--- config.mk ---
export PLATFORM = sky130hd
export DESIGN_NAME = gpio_debounce
export DESIGN_NICKNAME = d
export VERILOG_FILES = /design/src/rtl/gpio_debounce_pkg.sv /design/src/rtl/gpio_debounce_sync.sv /design/src/rtl/gpio_debounce_policy.sv /design/src/rtl/gpio_debounce_timer.sv /design/src/rtl/gpio_debounce.sv
export SDC_FILE = /design/constraint.sdc
export NUM_CORES = 1
export LEC_CHECK = 0
export BUFFER_PORTS_ARGS = -buffer_cell sky130_fd_sc_hd__buf_4
export CORE_ASPECT_RATIO = 1.75
export CORE_MARGIN = 4
export CORE_UTILIZATION = 55
export CTS_BUF_LIST = sky130_fd_sc_hd__clkbuf_8 sky130_fd_sc_hd__clkbuf_16
export DETAILED_ROUTE_END_ITERATION = 8
export GPL_TIMING_DRIVEN = 0
export PLACE_DENSITY_LB_ADDON = 0.1
export SLEW_MARGIN = 20
export SYNTH_ARGS = -nofsm -noshare
export SYNTH_HDL_FRONTEND = slang
export SYNTH_HIERARCHICAL = 1
export SYNTH_SLANG_ARGS = --single-unit
--- constraint.sdc ---
create_clock -name clk -period 3.64 [get_ports clk]
set_clock_uncertainty 0.2 [all_clocks]
set_input_delay 0.182 -clock clk [delete_from_list [all_inputs] [get_ports clk]]
set_output_delay 0.182 -clock clk [all_outputs]
set_load 0.02 [all_outputs]
--- src/rtl/gpio_debounce_pkg.sv ---
// Package: shared types and helpers for the pin debounce filter.
// Assumes the unit-select code is {large, unit}, two bits wide.
package gpio_debounce_pkg;

    typedef enum logic [1:0] {
        FLT_PASS      = 2'd0,
        FLT_BOTH      = 2'd1,
        FLT_RISE_ONLY = 2'd2,
        FLT_FALL_ONLY = 2'd3
    } flt_type_e;

    // Length of one unit in ticks for a given select code.
    function automatic int unsigned unit_len(input logic [1:0] sel,
                                             input int unsigned u0,
                                             input int unsigned u1,
                                             input int unsigned u2,
                                             input int unsigned u3);
        case (sel)
            2'd0:    return u0;
            2'd1:    return u1;
            2'd2:    return u2;
            default: return u3;
        endcase
    endfunction

endpackage

--- src/rtl/gpio_debounce_sync.sv ---
// Module: multi-flop synchronizer for an asynchronous level.
// Assumes STAGES >= 2 and a synchronous active-low reset to 0.
module gpio_debounce_sync #(
    parameter int STAGES = 2
) (
    input  logic clk,
    input  logic rst_n,
    input  logic d_async,
    output logic q_sync
);

    logic [STAGES-1:0] chain_q;

    // Shift the raw level through the flop chain.
    always_ff @(posedge clk) begin
        if (!rst_n) chain_q <= '0;
        else        chain_q <= {chain_q[STAGES-2:0], d_async};
    end

    assign q_sync = chain_q[STAGES-1];

endmodule

--- src/rtl/gpio_debounce_policy.sv ---
// Module: decides, per filter type, whether a difference between the
// synchronized input and the output is filtered (must wait) or passes now.
// Pure combinational; assumes the caller holds the output on config change.
module gpio_debounce_policy
    import gpio_debounce_pkg::*;
(
    input  logic [1:0] mode,
    input  logic       s_in,
    input  logic       f_out,
    output logic       pend,
    output logic       pass_now
);

    logic differ;
    assign differ = s_in ^ f_out;

    // Split a difference into the filtered and the immediate direction.
    always_comb begin
        pend     = 1'b0;
        pass_now = 1'b0;
        case (flt_type_e'(mode))
            FLT_PASS:      pass_now = differ;
            FLT_BOTH:      pend     = differ;
            FLT_RISE_ONLY: begin
                pend     = differ &  s_in;
                pass_now = differ & ~s_in;
            end
            default: begin
                pend     = differ & ~s_in;
                pass_now = differ &  s_in;
            end
        endcase
    end

endmodule

--- src/rtl/gpio_debounce_timer.sv ---
// Module: stability window counter. Counts ticks while 'run' is high and
// signals 'done' on the tick that completes count x unit ticks.
// Assumes the caller drops 'run' whenever the window must restart.
module gpio_debounce_timer
    import gpio_debounce_pkg::*;
#(
    parameter int          CNT_W  = 4,
    parameter int          ACC_W  = 15,
    parameter int unsigned UNIT_0 = 2,
    parameter int unsigned UNIT_1 = 8,
    parameter int unsigned UNIT_2 = 512,
    parameter int unsigned UNIT_3 = 2048
) (
    input  logic             clk,
    input  logic             rst_n,
    input  logic             run,
    input  logic             tick,
    input  logic [CNT_W-1:0] count,
    input  logic [1:0]       sel,
    output logic             done
);

    logic [ACC_W-1:0] acc_q;
    logic [ACC_W-1:0] tgt;
    logic [CNT_W-1:0] cnt_eff;

    // A zero count is treated as a single unit.
    assign cnt_eff = (count == '0) ? CNT_W'(1) : count;
    assign tgt     = ACC_W'(32'(cnt_eff) * unit_len(sel, UNIT_0, UNIT_1, UNIT_2, UNIT_3));
    assign done    = run & tick & (acc_q == tgt - ACC_W'(1));

    // Accumulate ticks; clear on restart or on completion.
    always_ff @(posedge clk) begin
        if (!rst_n)            acc_q <= '0;
        else if (!run || done) acc_q <= '0;
        else if (tick)         acc_q <= acc_q + ACC_W'(1);
    end

    // while counting, the accumulator never reaches the window length
    p_acc_below_window_r4: assert property (@(posedge clk) disable iff (!rst_n)
        run |-> (acc_q < tgt));

endmodule

--- src/rtl/gpio_debounce.sv ---
// Module: per-pin programmable debounce filter (top).
// Synchronizes the pin, tracks configuration changes, and updates the
// filtered level either at once or after a tick-counted stability window.
// Assumes rtc_tick is a single-cycle pulse in the clk domain.
module gpio_debounce
    import gpio_debounce_pkg::*;
#(
    parameter int          CNT_W     = 4,
    parameter int          SYNC_DEPTH = 2,
    parameter int unsigned UNIT_0    = 2,
    parameter int unsigned UNIT_1    = 8,
    parameter int unsigned UNIT_2    = 512,
    parameter int unsigned UNIT_3    = 2048
) (
    input  logic             clk,
    input  logic             rst_n,
    input  logic             rtc_tick,
    input  logic             pin_raw,
    input  logic [CNT_W-1:0] hold_cnt,
    input  logic             rng_unit,
    input  logic             rng_large,
    input  logic [1:0]       flt_type,
    output logic             pin_filt
);

    localparam int ACC_W = $clog2(((1 << CNT_W) - 1) * UNIT_3 + 1);
    localparam int CFG_W = CNT_W + 4;

    logic             s_sync;
    logic             filt_q;
    logic [CFG_W-1:0] cfg_now;
    logic [CFG_W-1:0] cfg_q;
    logic             cfg_chg;
    logic             pend;
    logic             pass_now;
    logic             win_run;
    logic             win_done;

    gpio_debounce_sync #(.STAGES(SYNC_DEPTH)) u_sync (
        .clk     (clk),
        .rst_n   (rst_n),
        .d_async (pin_raw),
        .q_sync  (s_sync)
    );

    assign cfg_now = {hold_cnt, rng_large, rng_unit, flt_type};
    assign cfg_chg = (cfg_now != cfg_q);

    // Remember last cycle's configuration to detect changes.
    always_ff @(posedge clk) begin
        if (!rst_n) cfg_q <= '0;
        else        cfg_q <= cfg_now;
    end

    gpio_debounce_policy u_policy (
        .mode     (flt_type),
        .s_in     (s_sync),
        .f_out    (filt_q),
        .pend     (pend),
        .pass_now (pass_now)
    );

    assign win_run = pend & ~cfg_chg;

    gpio_debounce_timer #(
        .CNT_W  (CNT_W),
        .ACC_W  (ACC_W),
        .UNIT_0 (UNIT_0),
        .UNIT_1 (UNIT_1),
        .UNIT_2 (UNIT_2),
        .UNIT_3 (UNIT_3)
    ) u_timer (
        .clk   (clk),
        .rst_n (rst_n),
        .run   (win_run),
        .tick  (rtc_tick),
        .count (hold_cnt),
        .sel   ({rng_large, rng_unit}),
        .done  (win_done)
    );

    // Update the filtered level on an immediate pass or a completed window.
    always_ff @(posedge clk) begin
        if (!rst_n)                                filt_q <= 1'b0;
        else if (!cfg_chg && (pass_now || win_done)) filt_q <= s_sync;
    end

    assign pin_filt = filt_q;

    // a configuration change holds the output for that cycle
    p_cfg_change_holds_r10: assert property (@(posedge clk) disable iff (!rst_n)
        cfg_chg |=> (filt_q == $past(filt_q)));

    // pass-through follows the synchronized input one edge later
    p_pass_follows_r2: assert property (@(posedge clk) disable iff (!rst_n)
        (flt_type == FLT_PASS && !cfg_chg) |=> (filt_q == $past(s_sync)));

    // in both-direction mode the output moves only on a completed window
    p_both_waits_window_r5: assert property (@(posedge clk) disable iff (!rst_n)
        (flt_type == FLT_BOTH && !cfg_chg && !win_done) |=> $stable(filt_q));

    // falling changes pass at once when only rising ones are delayed
    p_rise_only_fall_now_r6: assert property (@(posedge clk) disable iff (!rst_n)
        (flt_type == FLT_RISE_ONLY && !cfg_chg && filt_q && !s_sync) |=> !filt_q);

    // rising changes pass at once when only falling ones are delayed
    p_fall_only_rise_now_r7: assert property (@(posedge clk) disable iff (!rst_n)
        (flt_type == FLT_FALL_ONLY && !cfg_chg && !filt_q && s_sync) |=> filt_q);

endmodule

After elaboration in Yosys (flattened, before gate mapping). Cells that the tools add are included. W data, S select, Z words.

Bits in registers: 26. Output and inout port bits: 1. Word-level logic and storage cells: 35.

Add/sub/neg operators: 2. $mul: 1. Eq/ne operators: 6. Mux-type cells: 4. Bitwise gates (word level): 9. Reduce and logical (&&, ||, !) cells: 9.

Operator list (count): $pmux W12 S3 (1); $add A15 B1 Y15 const B (1); $eq A15 B15 Y1 (1); $mul A4 B12 Y15 (1); $sub A15 B1 Y15 const B (1); $ne A8 B8 Y1 (1); $pmux W1 S3 (2); $and A1 B1 Y1 (5); $eq A2 B1 Y1 const B (2); $eq A2 B2 Y1 const B (2); $logic_not A2 Y1 (2); $logic_not A4 Y1 (1); $mux W4 (1); $not A1 Y1 (3); $logic_not A1 Y1 (2); $logic_or A1 B1 Y1 (2); $reduce_or A2 Y1 (1); $logic_and A1 B1 Y1 (1); $xor A1 B1 Y1 (1).

Depth between registers and ports, before layout. Gate-level depths: netlist of run 1.

Depth in word-level cells: 8. Mapped depth: 15.

By module. Netlist of run 1, hierarchy kept.

By module, submodules not included: gpio_debounce_timer (instances 1, cells an instance 232, area each 1805.5 um^2, seq. area each 300.3 um^2); gpio_debounce (instances 1, cells an instance 33, area each 346.6 um^2, seq. area each 180.2 um^2); gpio_debounce_policy (instances 1, cells an instance 11, area each 82.6 um^2, seq. area each 0.0 um^2); gpio_debounce_sync (instances 1, cells an instance 4, area each 52.6 um^2, seq. area each 40.0 um^2).

Worst setup path after synthesis of run 1. Ideal clock, no wire load.

Kind: in2reg. Start: input rng_unit. End: register filt_q, in the netlist pin_filt. Library setup time: 0.131 ns. Data arrival time: 3.165 ns. Slack: 0.144 ns. Stages: 13. Buffers on the path: 0. Cell sequence: nor2b_1 -> and2_1 -> fa_1 -> ha_1 -> and3b_4 -> o2111ai_1 -> a21oi_1 -> or3_2 -> and2_1 -> nor4b_1 -> nor2_1 -> o311ai_1 -> o41ai_1.

Word-level cells in the longest chain between the ends: 8. Elaborated cells between the ends (all ways): 15. Classes of those cells: add/sub: 1; mul: 1; eq/ne: 4; mux: 1; bitwise: 4; reduce/logical: 4.

RTL lines: start, declared (line gpio_debounce.sv:20) `input logic rng_unit,`; $eq A2 B2 Y1, or another cell as far along (line gpio_debounce_pkg.sv:18) `case (sel)`; $pmux W12 S3 (line gpio_debounce_pkg.sv:18); $mul A4 B12 Y15 (line gpio_debounce_timer.sv:29) `assign tgt = ACC_W'(32'(cnt_eff) * unit_len(sel, UNIT_0, UNIT_1, UNIT_2, UNIT_3));`; $sub A15 B1 Y15 (line gpio_debounce_timer.sv:30) `assign done = run & tick & (acc_q == tgt - ACC_W'(1));`; $eq A15 B15 Y1 (line gpio_debounce_timer.sv:30); $and A1 B1 Y1 * (line gpio_debounce_timer.sv:30); net win_done (line gpio_debounce.sv:37) `logic win_done;`; $logic_or A1 B1 Y1 * (line gpio_debounce.sv:85) `else if (!cfg_chg && (pass_now || win_done)) filt_q <= s_sync;`; $logic_and A1 B1 Y1 * (line gpio_debounce.sv:85); end signal, assigned (line gpio_debounce.sv:85); end, declared (line gpio_debounce.sv:30) `logic filt_q;`.

The timed path passes the listed nets; every way through them passes the cells marked *. A chain may end at the register's enable or synchronous reset.

Final worst setup path of run 1. Same ends and word-level chain as after synthesis.

==> flow_metrics.tcl, run 1 <==
set metrics [dict create \
    syn_inst 280 \
    port_buffers 11 \
    cts_buffers 3 \
    core_um2 3940 \
    worst-slew-pin-transition_ns 0.783 \
    drt_iter0_drc 26 \
    wire_per_inst_um 14.7 \
    clk_path_buf_depth 2 \
    grt_start_max_net_pins 14 \
    grt_pass1_wl_um 8600 \
    place_congestion 0.866 \
    antenna_found_initial 0 \
    drc 0 \
    drv_cap 0 \
    min_path_type "in2reg" \
    critPathArrivalTime_ns 3.44 \
    htreeDepth 1 \
    fp.dieH_um 93.3 \
    syn-cell-area_um2 2290 \
    cp.required_ns 3.59 \
    end_kind "flop" \
    async_reset_ff_frac 0 \
    synth-seq-cells 26 \
    totalWireLength_um 5150 \
    dr_total_vias 1996 \
    synth_ff_type "dfxtp_1" \
    syn-mean-instance-area_um2 8.17 \
    synth_edf_count 0 \
    r2r_cells 15 \
    timing.critical_path.from_type "input pin" \
    worst_hold_path.num_cells 2 \
    setup_viol 0 \
    fmax_mhz 286 \
    row_count 30 \
    report.final.slew_viol_count 0 \
    period_share 0.959 \
    path_max_fanout 8 \
    final_layout_size_suffix_gt1_frac 0.135 \
    dp_hpwl_um 3870 \
    slew_headroom 0.473 \
    synth_nets 316 \
    syn2layout_area_growth_pct 17.8 \
    cts_root_buf "clkbuf_8" \
    grt_use_total 0.199 \
    insertion_delay_ns 0.27 \
    final_common_cell "nand2_1" \
    final_nets 341 \
    diodes 0 \
    ir_drop_v 0.000230 \
    power_density_nw_per_um2 273 \
    mostFrequentLayoutCells "nand2_1, xnor2_1, dfxtp_1" \
    first_pass_iters 4 \
    path_class "in2reg" \
    ys_seq_area_frac 0.228 \
    fin_crit_ns 3.49 \
    final_antenna_net_count 0 \
    cts_tree "done" \
    status "finished clean" \
    tns_ns 0 \
    initial_core_util 0.580 \
    hold_viol 0 \
    dpl_worst_slack_ns -0.803 \
    viasPerCell 5.69 \
    cts.clk_slew.worst_paths_ns 0.09 \
    leakage_uw 0.00110 \
    io_pins 13 \
    first_global_vias 2031 \
    fin_ws_ns 0.149 \
    cts.sinks 26 \
    die_area_um2 5290 \
    grt-ovfl-total 0 \
    synth.distinct_cells 48 \
    die_w_um 56.7 \
    yosys_warnings 6 \
]
report_power, final:
group          internal (uW)  total, uW  switching (uW)
sequential               290        293            2.60
clock                   74.2        166            92.1
combinational            122        277             155
total                    486        736             250
logic make-up (layout without fill, tap and decap cells):
logic type,Yosys count,count (layout),share of synthesized area
XOR/XNOR,41,41,0.165
AND/OR/NAND/NOR,107,107,0.249
AO/OA/AOI/OAI,54,54,0.161
flip-flops,26,26,0.228
multiplexers,1,1,0.00492
buffers and inverters,27,50,0.0481
adder cells (fa/ha/maj),24,24,0.144
stage by stage:
stage | hold slack, ns | power (uW) | cells | utilization | instance area (um^2)
after global placement | 0.186 | 523 | 339 | 0.617 | 2430
final | 0.0251 | 736 | 351 | 0.684 | 2700
after global routing | 0.0207 | 781 | 351 | 0.684 | 2700
after detailed placement | 0.197 | 528 | 339 | 0.617 | 2430
after floorplan | 0.104 | 471 | 280 | - | 2290
after CTS | 0.00898 | 717 | 351 | 0.662 | 2610
critical path: stages:
cell       delay [ns]
buf_4            0.15
nor2b_4          0.14
and2_1           0.17
fa_1             0.55
ha_4             0.24
and3b_4          0.21
o2111ai_4        0.26
a21oi_1          0.12
or3_2            0.48
and2_1           0.21
nor4b_4          0.28
nor2_1           0.10
o311ai_1         0.25
o41ai_1          0.11
cell usage after synthesis (3+ instances only):
cell type | count | area share
xnor2_1 | 30 | 0.11
xor2_1 | 10 | 0.038
a21oi_1 | 20 | 0.044
nand2_1 | 32 | 0.053
ha_1 | 20 | 0.11
nor3_1 | 3 | 0.0066
a21o_1 | 3 | 0.0098
nand2b_1 | 3 | 0.0082
and3_1 | 8 | 0.022
dfxtp_1 | 26 | 0.23
inv_1 | 18 | 0.030
o21ai_0 | 7 | 0.015
nand4_1 | 8 | 0.022
nor2_1 | 10 | 0.016
nand3_1 | 10 | 0.022
a31oi_1 | 3 | 0.0082
fa_1 | 4 | 0.035
a211oi_1 | 3 | 0.0098
or3_1 | 3 | 0.0082
and2_1 | 17 | 0.046
o2111ai_1 | 3 | 0.011
clkbuf_1 | 7 | 0.011
state kept, by name, indices dropped and copies added (netlist names):
name,count
u_sync/chain_q,2
u_timer/acc_q,15
pin_filt,1
cfg_q,8
what timing repair did:
item	in CTS	in global routing
endpoints found under the hold margin	8	0
hold buffers	8	0
pin swaps	2	3
buffers inserted	1	0
endpoints found under the setup margin	11	11
resized for setup	9	12
layout make-up:
| class | count | area (um^2) |
|---|---|---|
| multi-input combinational | 227 | 1790 |
| tap | 48 | 60.1 |
| buffer | 9 | 42.5 |
| timing repair buffer | 20 | 170 |
| fill | 338 | 1250 |
| inverter | 18 | 67.6 |
| sequential | 26 | 520 |
| clock buffer | 3 | 41.3 |
layer usage:
metal	GRT usage	wire (um)
met1	0.207	2040
met2	0.384	2920
met3	0.0249	116
met4	0.0890	69
met5	0	0
final timing paths:
path                     startpoint                end  slack (ns)
hold reg to reg   u_sync/chain_q[0]  u_sync/chain_q[1]        0.25
hold / removal                rst_n           cfg_q[5]        0.03
setup reg to reg  u_sync/chain_q[1]           pin_filt        0.43
setup / recovery           rng_unit           pin_filt        0.15
Note: power is estimated with default switching activity, not from simulation.
==> inputs of run 2 (changes only) <==
--- a/config.mk
+++ b/config.mk
@@ -11,7 +11,6 @@
 export CORE_UTILIZATION = 55
 export CTS_BUF_LIST = sky130_fd_sc_hd__clkbuf_8 sky130_fd_sc_hd__clkbuf_16
 export DETAILED_ROUTE_END_ITERATION = 8
-export GPL_TIMING_DRIVEN = 0
 export PLACE_DENSITY_LB_ADDON = 0.1
 export SLEW_MARGIN = 20
 export SYNTH_ARGS = -nofsm -noshare
==> flow_metrics.tcl, run 2 (synthesized netlist as in run 1, its figures left out) <==
set metrics [dict create \
    cp_cell_sequence "buf_4, nor2b_4, and2_4, fa_1, ha_4, and3b_4, or3_4, a221oi_2, nor3b_2, o2111ai_2, nor4b_2, buf_4, nor2_2, o311ai_2, o41ai_2" \
    setup_viol 0 \
    timing.critical_path.slowest_cell_delay_ns 0.55 \
    largestRegisters "u_timer/acc_q: 15 flops, cfg_q: 8 flops, u_sync/chain_q: 2 flops" \
    row_count 30 \
    dpl_cell_area_um2 2670 \
    htreeDepth 1 \
    viasPerCell 5.68 \
    grt-ovfl-total 0 \
    largest_reg_flops 15 \
    cts.sinks 26 \
    path_class "in2reg" \
    drt_iter0_drc 47 \
    ir_drop_v 0.000234 \
    initial_core_util 0.580 \
    die_area_um2 5290 \
    power_density_nw_per_um2 291 \
    totalWireLength_um 5690 \
    antenna_found_initial 0 \
    core_um2 3940 \
    cp_common_cell "buf_4" \
    cts_tree "done" \
    fin_ws_ns 0.121 \
    end_kind "flop" \
    leakage_uw 0.00126 \
    dp_hpwl_um 4160 \
    dr_total_vias 2136 \
    mostFrequentLayoutCells "buf_4, xnor2_1, nand2_1" \
    cp.required_ns 3.59 \
    insertion_delay_ns 0.27 \
    drc 0 \
    final_common_cell "buf_4" \
    cts_buffers 3 \
    report.final.slew_viol_count 0 \
    regMostFlops "u_timer/acc_q" \
    timing.critical_path.from_type "input pin" \
    final_nets 365 \
    port_buffers 12 \
    grt_pass1_wl_um 9110 \
    wire_per_inst_um 15.1 \
    place_congestion 0.896 \
    worst-slew-pin-transition_ns 0.726 \
    grt_use_total 0.212 \
    first_global_vias 2181 \
    min_path_type "in2reg" \
    critPathArrivalTime_ns 3.47 \
    holdWs_ns 0.0243 \
    io_pins 13 \
    dpl_worst_slack_ns -0.221 \
    final_antenna_net_count 0 \
    status "finished clean" \
    power_uw 857 \
    drv_cap 0 \
    critPathSlowestCell "fa_1" \
    slew_headroom 0.512 \
    period_share 0.967 \
    cts.clk_slew.worst_paths_ns 0.10 \
    fmax_mhz 284 \
    final_layout_size_suffix_gt1_frac 0.271 \
    die_w_um 56.7 \
    clk_path_buf_depth 2 \
    hold_viol 0 \
    fp.dieH_um 93.3 \
    path_max_fanout 4 \
    diodes 0 \
    cts_root_buf "clkbuf_8" \
    fin_crit_ns 3.52 \
    syn2layout_area_growth_pct 28.6 \
    first_pass_iters 4 \
    grt_start_max_net_pins 16 \
    fin_area_um2 2940 \
]
## run 2: cell type report
type                    count  area (um^2)
multi-input cells         227         1820
fillers                   311         1000
flip-flops and latches     26          520
repair buffers             53          405
inverters                  18         67.6
well taps                  48         60.1
clock buffers               3         41.3
clock inverters             1         30.0
## run 2: path summary, 6_finish.rpt
path / from / endpoint / slack, ns / depth (start not counted)
hold reg to reg: u_sync/chain_q[0] / u_sync/chain_q[1] / 0.26 / 1
setup / recovery: rng_unit / pin_filt / 0.12 / 15
hold / removal: rst_n / cfg_q[0] / 0.02 / 2
setup reg to reg: pin_filt / pin_filt / 0.28 / 15
## run 2: metrics by stage
| stage | util | std cells | setup TNS [ns] |
|---|---|---|---|
| 2_1_floorplan | - | 280 | 0 |
| 3_3_place_gp | 0.676 | 367 | -0.305 |
| 3_5_place_dp | 0.676 | 367 | -0.771 |
| 4_1_cts | 0.702 | 374 | 0 |
| 5_1_grt | 0.746 | 376 | -0.0212 |
| 6_report | 0.746 | 376 | 0 |
## run 2: timing repair
item	in CTS	in global routing
hold buffers	3	0
setup endpoints to repair	0	1
resized for setup	0	28
setup buffers	0	2
hold endpoints to repair	3	0
## run 2: per-layer routing
| layer | vias to the layer above | GRT usage | routed length, um |
|---|---|---|---|
| li1 | 1067 | - | - |
| met1 | 1020 | 0.229 | 2160 |
| met2 | 35 | 0.411 | 3230 |
| met3 | 14 | 0.0180 | 139 |
| met4 | 0 | 0.0812 | 160 |
| met5 | - | 0 | 0 |
## run 2: power by group
part           total, uW  internal [uW]  switching [uW]
clock network        243            147            95.6
registers            292            290            2.35
logic                322            160             162
## run 2: worst max-delay path: cells and delay by family
| family | cells | cell delay [ns] |
|---|---|---|
| buffers and inverters | 2 | 0.29 |
| AND/OR/NAND/NOR | 7 | 1.43 |
| adder cells (fa/ha/maj) | 2 | 0.77 |
| AO/OA/AOI/OAI | 4 | 0.80 |
